[src/rtl/boot_config_streamer.sv]
module boot_config_streamer #(
  parameter int DEPTH      = 128,
  parameter int DATA_W     = 8,
  parameter int SYNC_EDGES = 9,
  parameter int FILTER_LEN = 4,
  localparam int ADDR_W    = $clog2(DEPTH),
  localparam int SC_W      = $clog2(SYNC_EDGES + 1),
  localparam int FC_W      = $clog2(FILTER_LEN + 1),
  localparam int SLOT_W    = $clog2(DATA_W + 1)
) (
  input  logic              clk,
  input  logic              rst_n,
  input  logic              stream_clk,
  input  logic              bus_clk,
  output logic              line_out,
  output logic              line_oe,
  output logic [ADDR_W-1:0] rd_addr,
  input  logic [DATA_W-1:0] rd_data,
  output logic              bus_mode
);

  logic [2:0]        sclk_sr;
  logic [1:0]        bclk_sr;
  logic              stream_rise;
  logic              bus_low;
  logic              armed;
  logic [FC_W-1:0]   low_cnt;
  logic              bus_hit;
  logic [SC_W-1:0]   sync_cnt;
  logic              synced;
  logic [SLOT_W-1:0] slot;
  logic [ADDR_W-1:0] addr_next;

  assign stream_rise = sclk_sr[1] & ~sclk_sr[2];
  assign bus_low     = ~bclk_sr[1];
  assign bus_hit     = armed & bus_low & (low_cnt == FC_W'(FILTER_LEN - 1));
  assign synced      = (sync_cnt == SC_W'(SYNC_EDGES));
  assign addr_next   = (rd_addr == ADDR_W'(DEPTH - 1)) ? '0 : rd_addr + 1'b1;

  always_ff @(posedge clk or negedge rst_n) begin
    if (!rst_n) begin
      sclk_sr <= '0;
      bclk_sr <= 2'b11;
    end else begin
      sclk_sr <= {sclk_sr[1:0], stream_clk};
      bclk_sr <= {bclk_sr[0], bus_clk};
    end
  end

  always_ff @(posedge clk or negedge rst_n) begin
    if (!rst_n) begin
      armed   <= 1'b0;
      low_cnt <= '0;
    end else begin
      if (!bus_low) armed <= 1'b1;
      if (!bus_low) low_cnt <= '0;
      else if (low_cnt != FC_W'(FILTER_LEN)) low_cnt <= low_cnt + 1'b1;
    end
  end

  always_ff @(posedge clk or negedge rst_n) begin
    if (!rst_n) begin
      bus_mode <= 1'b0;
      sync_cnt <= '0;
      slot     <= '0;
      rd_addr  <= '0;
      line_out <= 1'b0;
      line_oe  <= 1'b0;
    end else if (bus_mode || bus_hit) begin
      bus_mode <= 1'b1;
      line_oe  <= 1'b0;
    end else if (stream_rise) begin
      if (!synced) begin
        sync_cnt <= sync_cnt + 1'b1;
      end else if (slot == SLOT_W'(DATA_W)) begin
        line_oe <= 1'b0;
        slot    <= '0;
        rd_addr <= addr_next;
      end else begin
        line_out <= rd_data[DATA_W-1-int'(slot)];
        line_oe  <= 1'b1;
        slot     <= slot + 1'b1;
      end
    end
  end

  a_r2_quiet_sync: assert property (@(posedge clk) disable iff (!rst_n)
    !synced |-> !line_oe);

  a_r8_mode_sticky: assert property (@(posedge clk) disable iff (!rst_n)
    bus_mode |=> bus_mode);

  a_r8_line_released: assert property (@(posedge clk) disable iff (!rst_n)
    bus_mode |-> !line_oe);

  a_r8_addr_frozen: assert property (@(posedge clk) disable iff (!rst_n)
    bus_mode |=> $stable(rd_addr));

  a_r5_addr_step: assert property (@(posedge clk) disable iff (!rst_n)
    !$stable(rd_addr) |-> (rd_addr == (($past(rd_addr) == ADDR_W'(DEPTH - 1)) ? '0 : $past(rd_addr) + 1'b1)));

  a_r4_null_before_step: assert property (@(posedge clk) disable iff (!rst_n)
    !$stable(rd_addr) |-> !line_oe);

  a_r7_mode_needs_low: assert property (@(posedge clk) disable iff (!rst_n)
    $rose(bus_mode) |-> $past(bus_low));

endmodule

[config.mk]
export PLATFORM = sky130hd
export DESIGN_NAME = boot_config_streamer
export DESIGN_NICKNAME = d
export VERILOG_FILES = /design/src/rtl/boot_config_streamer.sv
export SDC_FILE = /design/constraint.sdc
export NUM_CORES = 1
export LEC_CHECK = 0
export BUFFER_PORTS_ARGS = -buffer_cell sky130_fd_sc_hd__buf_2
export CORE_MARGIN = 2
export CORE_UTILIZATION = 30
export CTS_CLUSTER_SIZE = 16
export DETAILED_ROUTE_END_ITERATION = 8
export PLACE_DENSITY = 0.56
export SYNTH_ARGS = -nofsm -noshare
export SYNTH_HDL_FRONTEND = slang
export SYNTH_SLANG_ARGS = --single-unit
[constraint.sdc]
create_clock -name clk -period 6.17 [get_ports clk]
set_clock_uncertainty 0.1 [all_clocks]
set_input_delay 0.617 -clock clk [delete_from_list [all_inputs] [get_ports clk]]
set_output_delay 0.617 -clock clk [all_outputs]
set_load 0.005 [all_outputs]
==> impl_metrics.py, run 1 <==
metrics = {
    "sta": {
        "slew_headroom_pct": 60.8,
        "report.final.slew_viol_count": 0,
        "whs_ps": 241,
        "tightest_slew_ps": 588,
        "setup-tns-final_ps": 0,
        "grt_setup_unrepaired": "no",
        "post-route-min-period_ps": 2060,
        "fmax_mhz": 485,
        "timing.final.crit_share_pct": 33.4,
        "finalSetupViolCount": 0,
        "hold_viol_final": 0,
    },
    "outcome": {
        "status": "completed",
    },
    "grt": {
        "grt_pass1_wl_um": 4230,
        "grt_overflow": 0,
        "antenna_found_initial": 0,
        "grt_max_degree": 28,
        "grt_pass1_vias": 959,
        "grt_usage_pct": 10.5,
    },
    "synthesis": {
        "synth_edf_count": 0,
        "synth_top_flop_cell": "dfrtp_1",
        "synth-async-reset-ratio_pct": 100,
        "synth_area_leaders": "dfrtp_1 49%, ha_1 7.8%, dfstp_2 4.1%",
        "yosys_warnings": 0,
        "netlist_area_um2": 1280,
        "syn-mean-instance-area_um2": 11.5,
        "netlist_instances": 112,
        "ys_seq_area_share_pct": 52.8,
        "synth_cell_types": 32,
        "synth-seq-cells": 27,
        "syn-num-nets": 132,
        "yosysTopAreaCellShare_pct": 48.7,
        "synth_top_cell_by_area": "dfrtp_1",
    },
    "worst_setup_path": {
        "arrival_ps": 2120,
        "slowest_delay_ps": 440,
        "reg2reg_slack_ps": 4110,
        "path_cells": "ha_1 > ha_1 > and3b_4 > nor4_4 > nand2_2 > mux2_1",
        "path_buf_inv": 0,
        "cp-start-kind": "register",
        "timing.rr.end": "slot[2]",
        "critical-path-slowest-cell": "nor4_4",
        "cpMostUsedCell": "ha_1",
        "crit_type": "register to register",
        "crit_fanout": 8,
        "r2r_start": "low_cnt[0]",
        "critPathTopFamily": "simple AND/OR/NAND/NOR gates",
        "r2r_cells": 6,
        "worstPathRequired_ps": 6230,
        "endpoint_kind": "register",
    },
    "clock_tree": {
        "cts.htree.levels": 1,
        "clkSinkCount": 27,
        "cts.root.buffer_cell": "clkbuf_8",
        "clkLatencyLatePin_ps": 270,
        "cts-resized-gates": 0,
        "postCtsSetupRepairBufs": 0,
        "ctsHoldBuffers": 0,
        "cts_buffers": 3,
        "cts.reportedPaths.clkPinSlew_ps": 90,
        "cts_tree": "done",
        "cts.path.max_buffers": 2,
    },
    "layout": {
        "final.fill_count": 404,
        "utilization_pct": 36.8,
        "syn2layout_area_growth_pct": 16.3,
        "drive_above_1_share_pct": 24.3,
        "final_common_cell": "dfrtp_1",
        "seqCellArea_um2": 678,
        "diodes": 0,
        "multiInputGateArea_um2": 577,
        "final_cell_mix": "25 x dfrtp_1, 21 x buf_2, 12 x nand2_1, 8 x ha_1, 7 x inv_1",
        "final_nets": 157,
    },
    "routing": {
        "drt_iter0_markers": 39,
        "drc": 0,
        "wl_per_cell_um": 11.8,
        "vias": 899,
        "first_pass_iters": 4,
        "wl_um": 2190,
        "post_drt_via_cell_ratio": 4.83,
        "detail-route-antenna-nets": 0,
    },
    "place": {
        "place_hpwl_um": 1700,
        "place_congestion": 0.737,
        "numPortBuffers": 21,
    },
    "floorplanning": {
        "dieWidth_um": 69.4,
        "die_area_um2": 4820,
        "num_rows": 23,
        "num_io_pins": 22,
        "coreArea_um2": 4060,
        "die_h_um": 69.4,
        "initial_core_util_pct": 31.7,
    },
    "power_and_ir_drop": {
        "ir_worst_vdd_uv": 108,
        "leakage_nw": 0.678,
        "cellPowerDensity_nw_per_um2": 293,
    },
    "run": {
        "maxCapViolations": 0,
    },
    "hold_path": {
        "hold_path_class": "input pin to asynchronous set/reset pin",
    },
}
-- worst reg2reg max path, delay by kind of cell (launching register included) --
family        cells  cell delay [ps]
simple gates      3              730
flops             1              420
fa+ha+maj         2              400
mux               1              310
-- synthesized netlist by cell type, types with 2 or more instances --
library cell	count
mux2i_1	2
xnor2_1	6
dfstp_2	2
ha_1	8
nand4_1	5
dfrtp_1	25
nand2b_1	2
o21ai_0	3
and3b_1	2
a21oi_1	5
nand3_1	4
nand2_1	12
and3_1	2
nand3b_1	3
mux4_2	2
o21ai_1	3
inv_1	7
nor2_1	5
-- area by class of cell --
class / instances / area share [%]
multi-input cells: 77 / 38.6
flip-flops and latches: 27 / 45.4
repair buffers: 21 / 7.04
well taps: 50 / 4.19
clock buffers: 4 / 3.02
inverters: 7 / 1.76
-- power by group --
group          internal, mW  switching, mW  total (mW)
logic                0.0490         0.0454      0.0944
clock network        0.0462         0.0537      0.0999
registers             0.209         0.0350       0.244
total                 0.304          0.134       0.438
-- registers in the layout, indices dropped and copies added, names as in the netlist --
register and cells:
sync_cnt 4, line_oe 1, sclk_sr 3, bclk_sr 2, low_cnt 3, rd_addr 7, bus_mode 1, armed 1
slot 4, line_out 1
-- cells by family (layout without fill, tap and decap cells) --
kind of cell             count (synthesis)  after routing  synth area share, %
AND/OR/NAND/NOR                         43             43                 20.4
flip-flops                              27             27                 52.8
AO/OA/AOI/OAI                           14             14                 6.04
adder cells (fa/ha/maj)                  8              8                 7.79
buffers and inverters                    8             32                 2.34
XOR/XNOR                                 7              7                 4.77
multiplexers                             5              5                 5.94
-- per-stage QoR --
step | instance area, um^2 | setup WS, ps | power (mW) | std cells
2_1_floorplan | 1280 | 4210 | 0.310 | 112
3_3_place_gp | 1450 | 4130 | 0.336 | 182
3_5_place_dp | 1450 | 4100 | 0.344 | 182
4_1_cts | 1490 | 4090 | 0.444 | 186
5_1_grt | 1490 | 3970 | 0.472 | 186
6_report | 1490 | 4110 | 0.438 | 186
-- worst max-delay path by stage --
stage	start	cells after the start	slack (ps)	to
floorplan	low_cnt[0]	6	4210	slot[2]
global placement	low_cnt[0]	6	4130	slot[2]
detailed placement	low_cnt[0]	6	4100	slot[2]
CTS	low_cnt[0]	6	4090	slot[2]
global route	low_cnt[0]	6	3970	slot[2]
finish	low_cnt[0]	6	4110	slot[2]
-- metal layers --
layer  up-vias  global-route usage (%)  share of wire [%]
li1        441                       -                  -
met1       440                    12.9                 47
met2        16                    17.8                 48
met3         2                    1.89                3.9
met4         0                    4.79                1.3
met5         -                       0                  0
(Power assumes the default switching activity.)
==> run 2: changes to the inputs <==
==> constraint.sdc (replaced) <==
create_clock -name clk -period 1.9 [get_ports clk]
set_clock_uncertainty 0.1 [all_clocks]
set_input_delay 0.19 -clock clk [delete_from_list [all_inputs] [get_ports clk]]
set_output_delay 0.19 -clock clk [all_outputs]
set_load 0.005 [all_outputs]
==> impl_metrics.py, run 2 (synthesized netlist as in run 1, its figures left out) <==
metrics = {
    "layout": {
        "regMostFlops": "rd_addr",
        "final.fill_count": 402,
        "multiInputGateArea_um2": 616,
        "fin_cells": 195,
        "largest_reg_flops": 7,
        "final_nets": 166,
        "final_common_cell": "dfrtp_1",
        "top_regs": "rd_addr: 7 flops, slot: 4 flops, sync_cnt: 4 flops",
        "diodes": 0,
        "final_cell_mix": "24 x dfrtp_1, 21 x buf_2, 12 x nand2_1, 7 x inv_1",
        "stdcell_area_um2": 1610,
        "syn2layout_area_growth_pct": 25.3,
        "seqCellArea_um2": 679,
        "drive_above_1_share_pct": 32.4,
        "utilization_pct": 39.7,
    },
    "sta": {
        "post-route-min-period_ps": 1810,
        "grt_setup_unrepaired": "yes",
        "setup-tns-final_ps": 0,
        "whs_ps": 256,
        "tightest_slew_ps": 588,
        "fmax_mhz": 551,
        "finalSetupViolCount": 0,
        "timing.final.crit_share_pct": 95.5,
        "layout_setup_ws_ps": 85.4,
        "slew_headroom_pct": 60.8,
        "hold_viol_final": 0,
        "report.final.slew_viol_count": 0,
    },
    "grt": {
        "grt_max_degree": 28,
        "grtUsageMet1_pct": 12.8,
        "antenna_found_initial": 0,
        "grt_use_met3_pct": 3.49,
        "grt_busiest_layer": "met2",
        "grt_pass1_wl_um": 4370,
        "grt_pass1_vias": 1019,
        "grt_usage_pct": 10.9,
        "grt_overflow": 0,
        "met2_usage_pct": 20.3,
    },
    "clock_tree": {
        "clkLatencyLatePin_ps": 260,
        "cts.root.buffer_cell": "clkbuf_8",
        "cts.path.max_buffers": 2,
        "cts.reportedPaths.clkPinSlew_ps": 90,
        "cts_buffers": 3,
        "cts_tree": "done",
        "cts.htree.levels": 1,
        "clkSinkCount": 27,
    },
    "power_and_ir_drop": {
        "p_total_mw": 1.51,
        "ir_worst_vdd_uv": 346,
        "cellPowerDensity_nw_per_um2": 941,
        "leakage_nw": 0.722,
    },
    "worst_setup_path": {
        "crit_end": "slot[2]",
        "endpoint_kind": "register",
        "reg2reg_slack_ps": 90,
        "crit_type": "register to register",
        "r2r_cells": 6,
        "arrival_ps": 1870,
        "cp-start-kind": "register",
        "r2r_start": "low_cnt[1]",
        "timing.rr.end": "slot[2]",
        "worstPathRequired_ps": 1960,
        "crit_fanout": 3,
        "startpoint": "low_cnt[1]",
    },
    "run": {
        "maxCapViolations": 0,
    },
    "floorplanning": {
        "num_io_pins": 22,
        "die_h_um": 69.4,
        "num_rows": 23,
        "dieWidth_um": 69.4,
        "coreArea_um2": 4060,
        "initial_core_util_pct": 31.7,
        "die_area_um2": 4820,
    },
    "hold_path": {
        "hold_path_class": "register to register",
    },
    "routing": {
        "vias": 928,
        "first_pass_iters": 3,
        "post_drt_via_cell_ratio": 4.76,
        "detail-route-antenna-nets": 0,
        "wl_um": 2420,
        "drc": 0,
        "wl_per_cell_um": 12.4,
        "drt_iter0_markers": 25,
    },
    "place": {
        "pre_cts_ws_ps": 7.09,
        "place_hpwl_um": 1850,
        "numPortBuffers": 21,
        "place_area_um2": 1490,
        "dp_cells": 188,
        "place_congestion": 0.719,
    },
    "outcome": {
        "status": "completed",
    },
}
run 2: worst max-delay path, cell delays in order, from the launching register on:
cell and delay, ps:
dfrtp_1 410, ha_2 210, ha_4 160, and3b_4 200, nor4_4 230, nand2_2 90, mux2_1 310
run 2: area by class of cell:
cell class	count	share of cell area (%)
Tap cell	50	3.89
Clock buffer	3	2.56
Multi-Input combinational cell	77	38.2
Timing Repair Buffer	30	11.2
Inverter	7	1.63
Clock inverter	1	0.311
Sequential cell	27	42.2
run 2: worst min path at each step:
stage	startpoint	end	slack, ps	cells past startpoint
3_3_place_gp	rst_n	sync_cnt[0]	140	1
5_1_grt	sclk_sr[0]	sclk_sr[1]	260	0
3_5_place_dp	rst_n	rd_addr[5]	140	1
4_1_cts	sclk_sr[0]	sclk_sr[1]	260	0
2_1_floorplan	rst_n	armed	-210	0
6_report	sclk_sr[0]	sclk_sr[1]	260	0
run 2: per-layer routing:
layer	part of all wire [%]	routed length [um]	up-vias
met5	0	0	-
li1	-	-	459
met1	46	1110	448
met3	4.3	105	0
met4	0	0	0
met2	50	1200	21
run 2: power by group:
part	switching [mW]	internal, mW	leakage (nW)
registers	0.0929	0.680	0.337
logic	0.209	0.216	0.360
clock network	0.171	0.147	0.0255
run 2: repair_timing:
action | 4_1_cts | 5_1_grt
buffers inserted | 0 | 0
endpoints found under the hold margin | 27 | 0
endpoints found under the setup margin | 2 | 6
resized for setup | 1 | 8
pin swaps | 0 | 3
hold buffers | 3 | 0
gates cloned | 0 | 0
==> run 3: changes to the inputs <==
--- a/config.mk
+++ b/config.mk
@@ -10,7 +10,6 @@
 export CORE_UTILIZATION = 30
 export CTS_CLUSTER_SIZE = 16
 export DETAILED_ROUTE_END_ITERATION = 8
-export PLACE_DENSITY = 0.56
 export SYNTH_ARGS = -nofsm -noshare
 export SYNTH_HDL_FRONTEND = slang
 export SYNTH_SLANG_ARGS = --single-unit
==> impl_metrics.py, run 3 (synthesized netlist as in run 1, its figures left out) <==
metrics = {
    "worst_setup_path": {
        "critical-path-slowest-cell": "dfrtp_1",
        "crit_fanout": 3,
        "worstPathRequired_ps": 1960,
        "arrival_ps": 1880,
        "cpMostUsedCell": "ha_2",
        "crit_type": "register to register",
        "path_buf_inv": 0,
        "endpoint_kind": "register",
        "r2r_cells": 6,
        "slowest_delay_ps": 420,
        "crit_cells": 6,
        "path_cells": "ha_2 > ha_2 > and3b_4 > nor4_4 > nand2_2 > mux2_1",
        "critPathTopFamily": "simple AND/OR/NAND/NOR gates",
        "cp-start-kind": "register",
    },
    "routing": {
        "drt_iter0_markers": 46,
        "wl_per_cell_um": 12.0,
        "vias": 914,
        "detail-route-antenna-nets": 0,
        "first_pass_iters": 4,
        "drc": 0,
        "post_drt_via_cell_ratio": 4.74,
        "wl_um": 2320,
    },
    "sta": {
        "slew_headroom_pct": 60.2,
        "report.final.slew_viol_count": 0,
        "timing.final.crit_share_pct": 95.5,
        "fmax_mhz": 551,
        "post-route-min-period_ps": 1810,
        "finalSetupViolCount": 0,
        "tightest_slew_ps": 597,
        "hold_viol_final": 0,
        "layout_setup_ws_ps": 85.2,
    },
    "hold_path": {
        "min_path_cells": 0,
        "hold_path_class": "register to register",
    },
    "clock_tree": {
        "clkLatencyLatePin_ps": 270,
        "cts_tree": "done",
        "cts.path.max_buffers": 2,
        "cts.reportedPaths.clkPinSlew_ps": 90,
        "cts.root.buffer_cell": "clkbuf_8",
        "clkSinkCount": 27,
        "cts.htree.levels": 1,
        "cts_buffers": 3,
    },
    "place": {
        "place_congestion": 0.811,
        "pre_cts_ws_ps": 15.1,
        "numPortBuffers": 21,
        "place_area_um2": 1480,
        "place_hpwl_um": 1720,
    },
    "floorplanning": {
        "initial_core_util_pct": 31.7,
        "die_area_um2": 4820,
        "coreArea_um2": 4060,
        "dieWidth_um": 69.4,
        "die_h_um": 69.4,
        "num_io_pins": 22,
        "num_rows": 23,
    },
    "grt": {
        "grt_max_degree": 28,
        "antenna_found_initial": 0,
        "grt_pass1_vias": 925,
        "grt_overflow": 0,
        "grt_usage_pct": 10.2,
        "grt_pass1_wl_um": 4010,
    },
    "layout": {
        "largest_reg_flops": 7,
        "final_cell_mix": "25 x dfrtp_1, 21 x buf_2, 12 x nand2_1, 7 x inv_1",
        "regMostFlops": "rd_addr",
        "final_common_cell": "dfrtp_1",
        "drive_above_1_share_pct": 28.0,
        "final_nets": 164,
        "syn2layout_area_growth_pct": 22.1,
        "diodes": 0,
        "top_regs": "rd_addr: 7 flops, slot: 4 flops, sync_cnt: 4 flops",
        "stdcell_area_um2": 1570,
    },
    "outcome": {
        "status": "completed",
    },
    "power_and_ir_drop": {
        "p_sw_share_pct": 30.6,
        "seq_power_share_pct": 53.5,
        "clock_power_share_pct": 22.5,
        "p_switching_uw": 446,
        "ir_worst_vdd_uv": 407,
        "cellPowerDensity_nw_per_um2": 929,
        "combPwrFrac_pct": 24.0,
        "p_total_mw": 1.46,
        "internal-power_mw": 1.01,
        "leakage_nw": 0.709,
    },
    "run": {
        "maxCapViolations": 0,
    },
}
-- run 3: cell count changes in the layout (fill, tap and decap cells not counted), sizes merged --
| cell | delta |
|---|---|
| clkinv | -1 |
| buf | -2 |
| clkbuf | +1 |
-- run 3: power by group through the flow --
stage	combinational [mW]	sequential (mW)	clock (mW)
4_1_cts	0.348	0.777	0.341
6_report	0.349	0.780	0.328
3_5_place_dp	0.344	0.787	0
2_1_floorplan	0.228	0.777	0
3_3_place_gp	0.323	0.781	0
5_1_grt	0.402	0.796	0.357
-- run 3: worst paths after layout --
| kind | from | end | slack (ps) |
|---|---|---|---|
| max | low_cnt[0] | slot[2] | 90 |
| min | sclk_sr[0] | sclk_sr[1] | 250 |
| max reg2reg | low_cnt[0] | slot[2] | 90 |
| min reg2reg | sclk_sr[0] | sclk_sr[1] | 250 |
| max in group asynchronous | rst_n | rd_addr[1] | 960 |
| min in group asynchronous | rst_n | slot[0] | 350 |
-- run 3: layer usage --
| metal | global-route usage (%) | up-vias | wire length (um) |
|---|---|---|---|
| met2 | 16.2 | 17 | 1100 |
| met3 | 2.33 | 2 | 79 |
| met4 | 3.92 | 0 | 19 |
| met1 | 13.4 | 438 | 1130 |
| met5 | 0 | - | 0 |
| li1 | - | 457 | - |
-- run 3: layout make-up --
type                            count  area [um^2]
Inverter                            7         26.3
Sequential cell                    27          678
Clock buffer                        4         45.0
Timing Repair Buffer               28          165
Tap cell                           50         62.6
Multi-Input combinational cell     77          592
Fill cell                         394         2490
-- run 3: repair_timing --
item | in CTS | in global routing
endpoints found under the hold margin | 27 | 0
resized for setup | 0 | 4
hold buffers | 3 | 0
buffers inserted | 0 | 0
setup endpoints to repair | 0 | 7
-- run 3: metrics by stage --
step | hold slack, ps | std cells | TNS, ps | utilization (%)
2_1_floorplan | -206 | 112 | 0 | -
3_3_place_gp | 129 | 186 | 0 | 36.4
3_5_place_dp | 144 | 186 | 0 | 36.4
4_1_cts | 256 | 193 | 0 | 38.3
5_1_grt | 264 | 193 | -7.86 | 38.7
6_report | 254 | 193 | 0 | 38.7
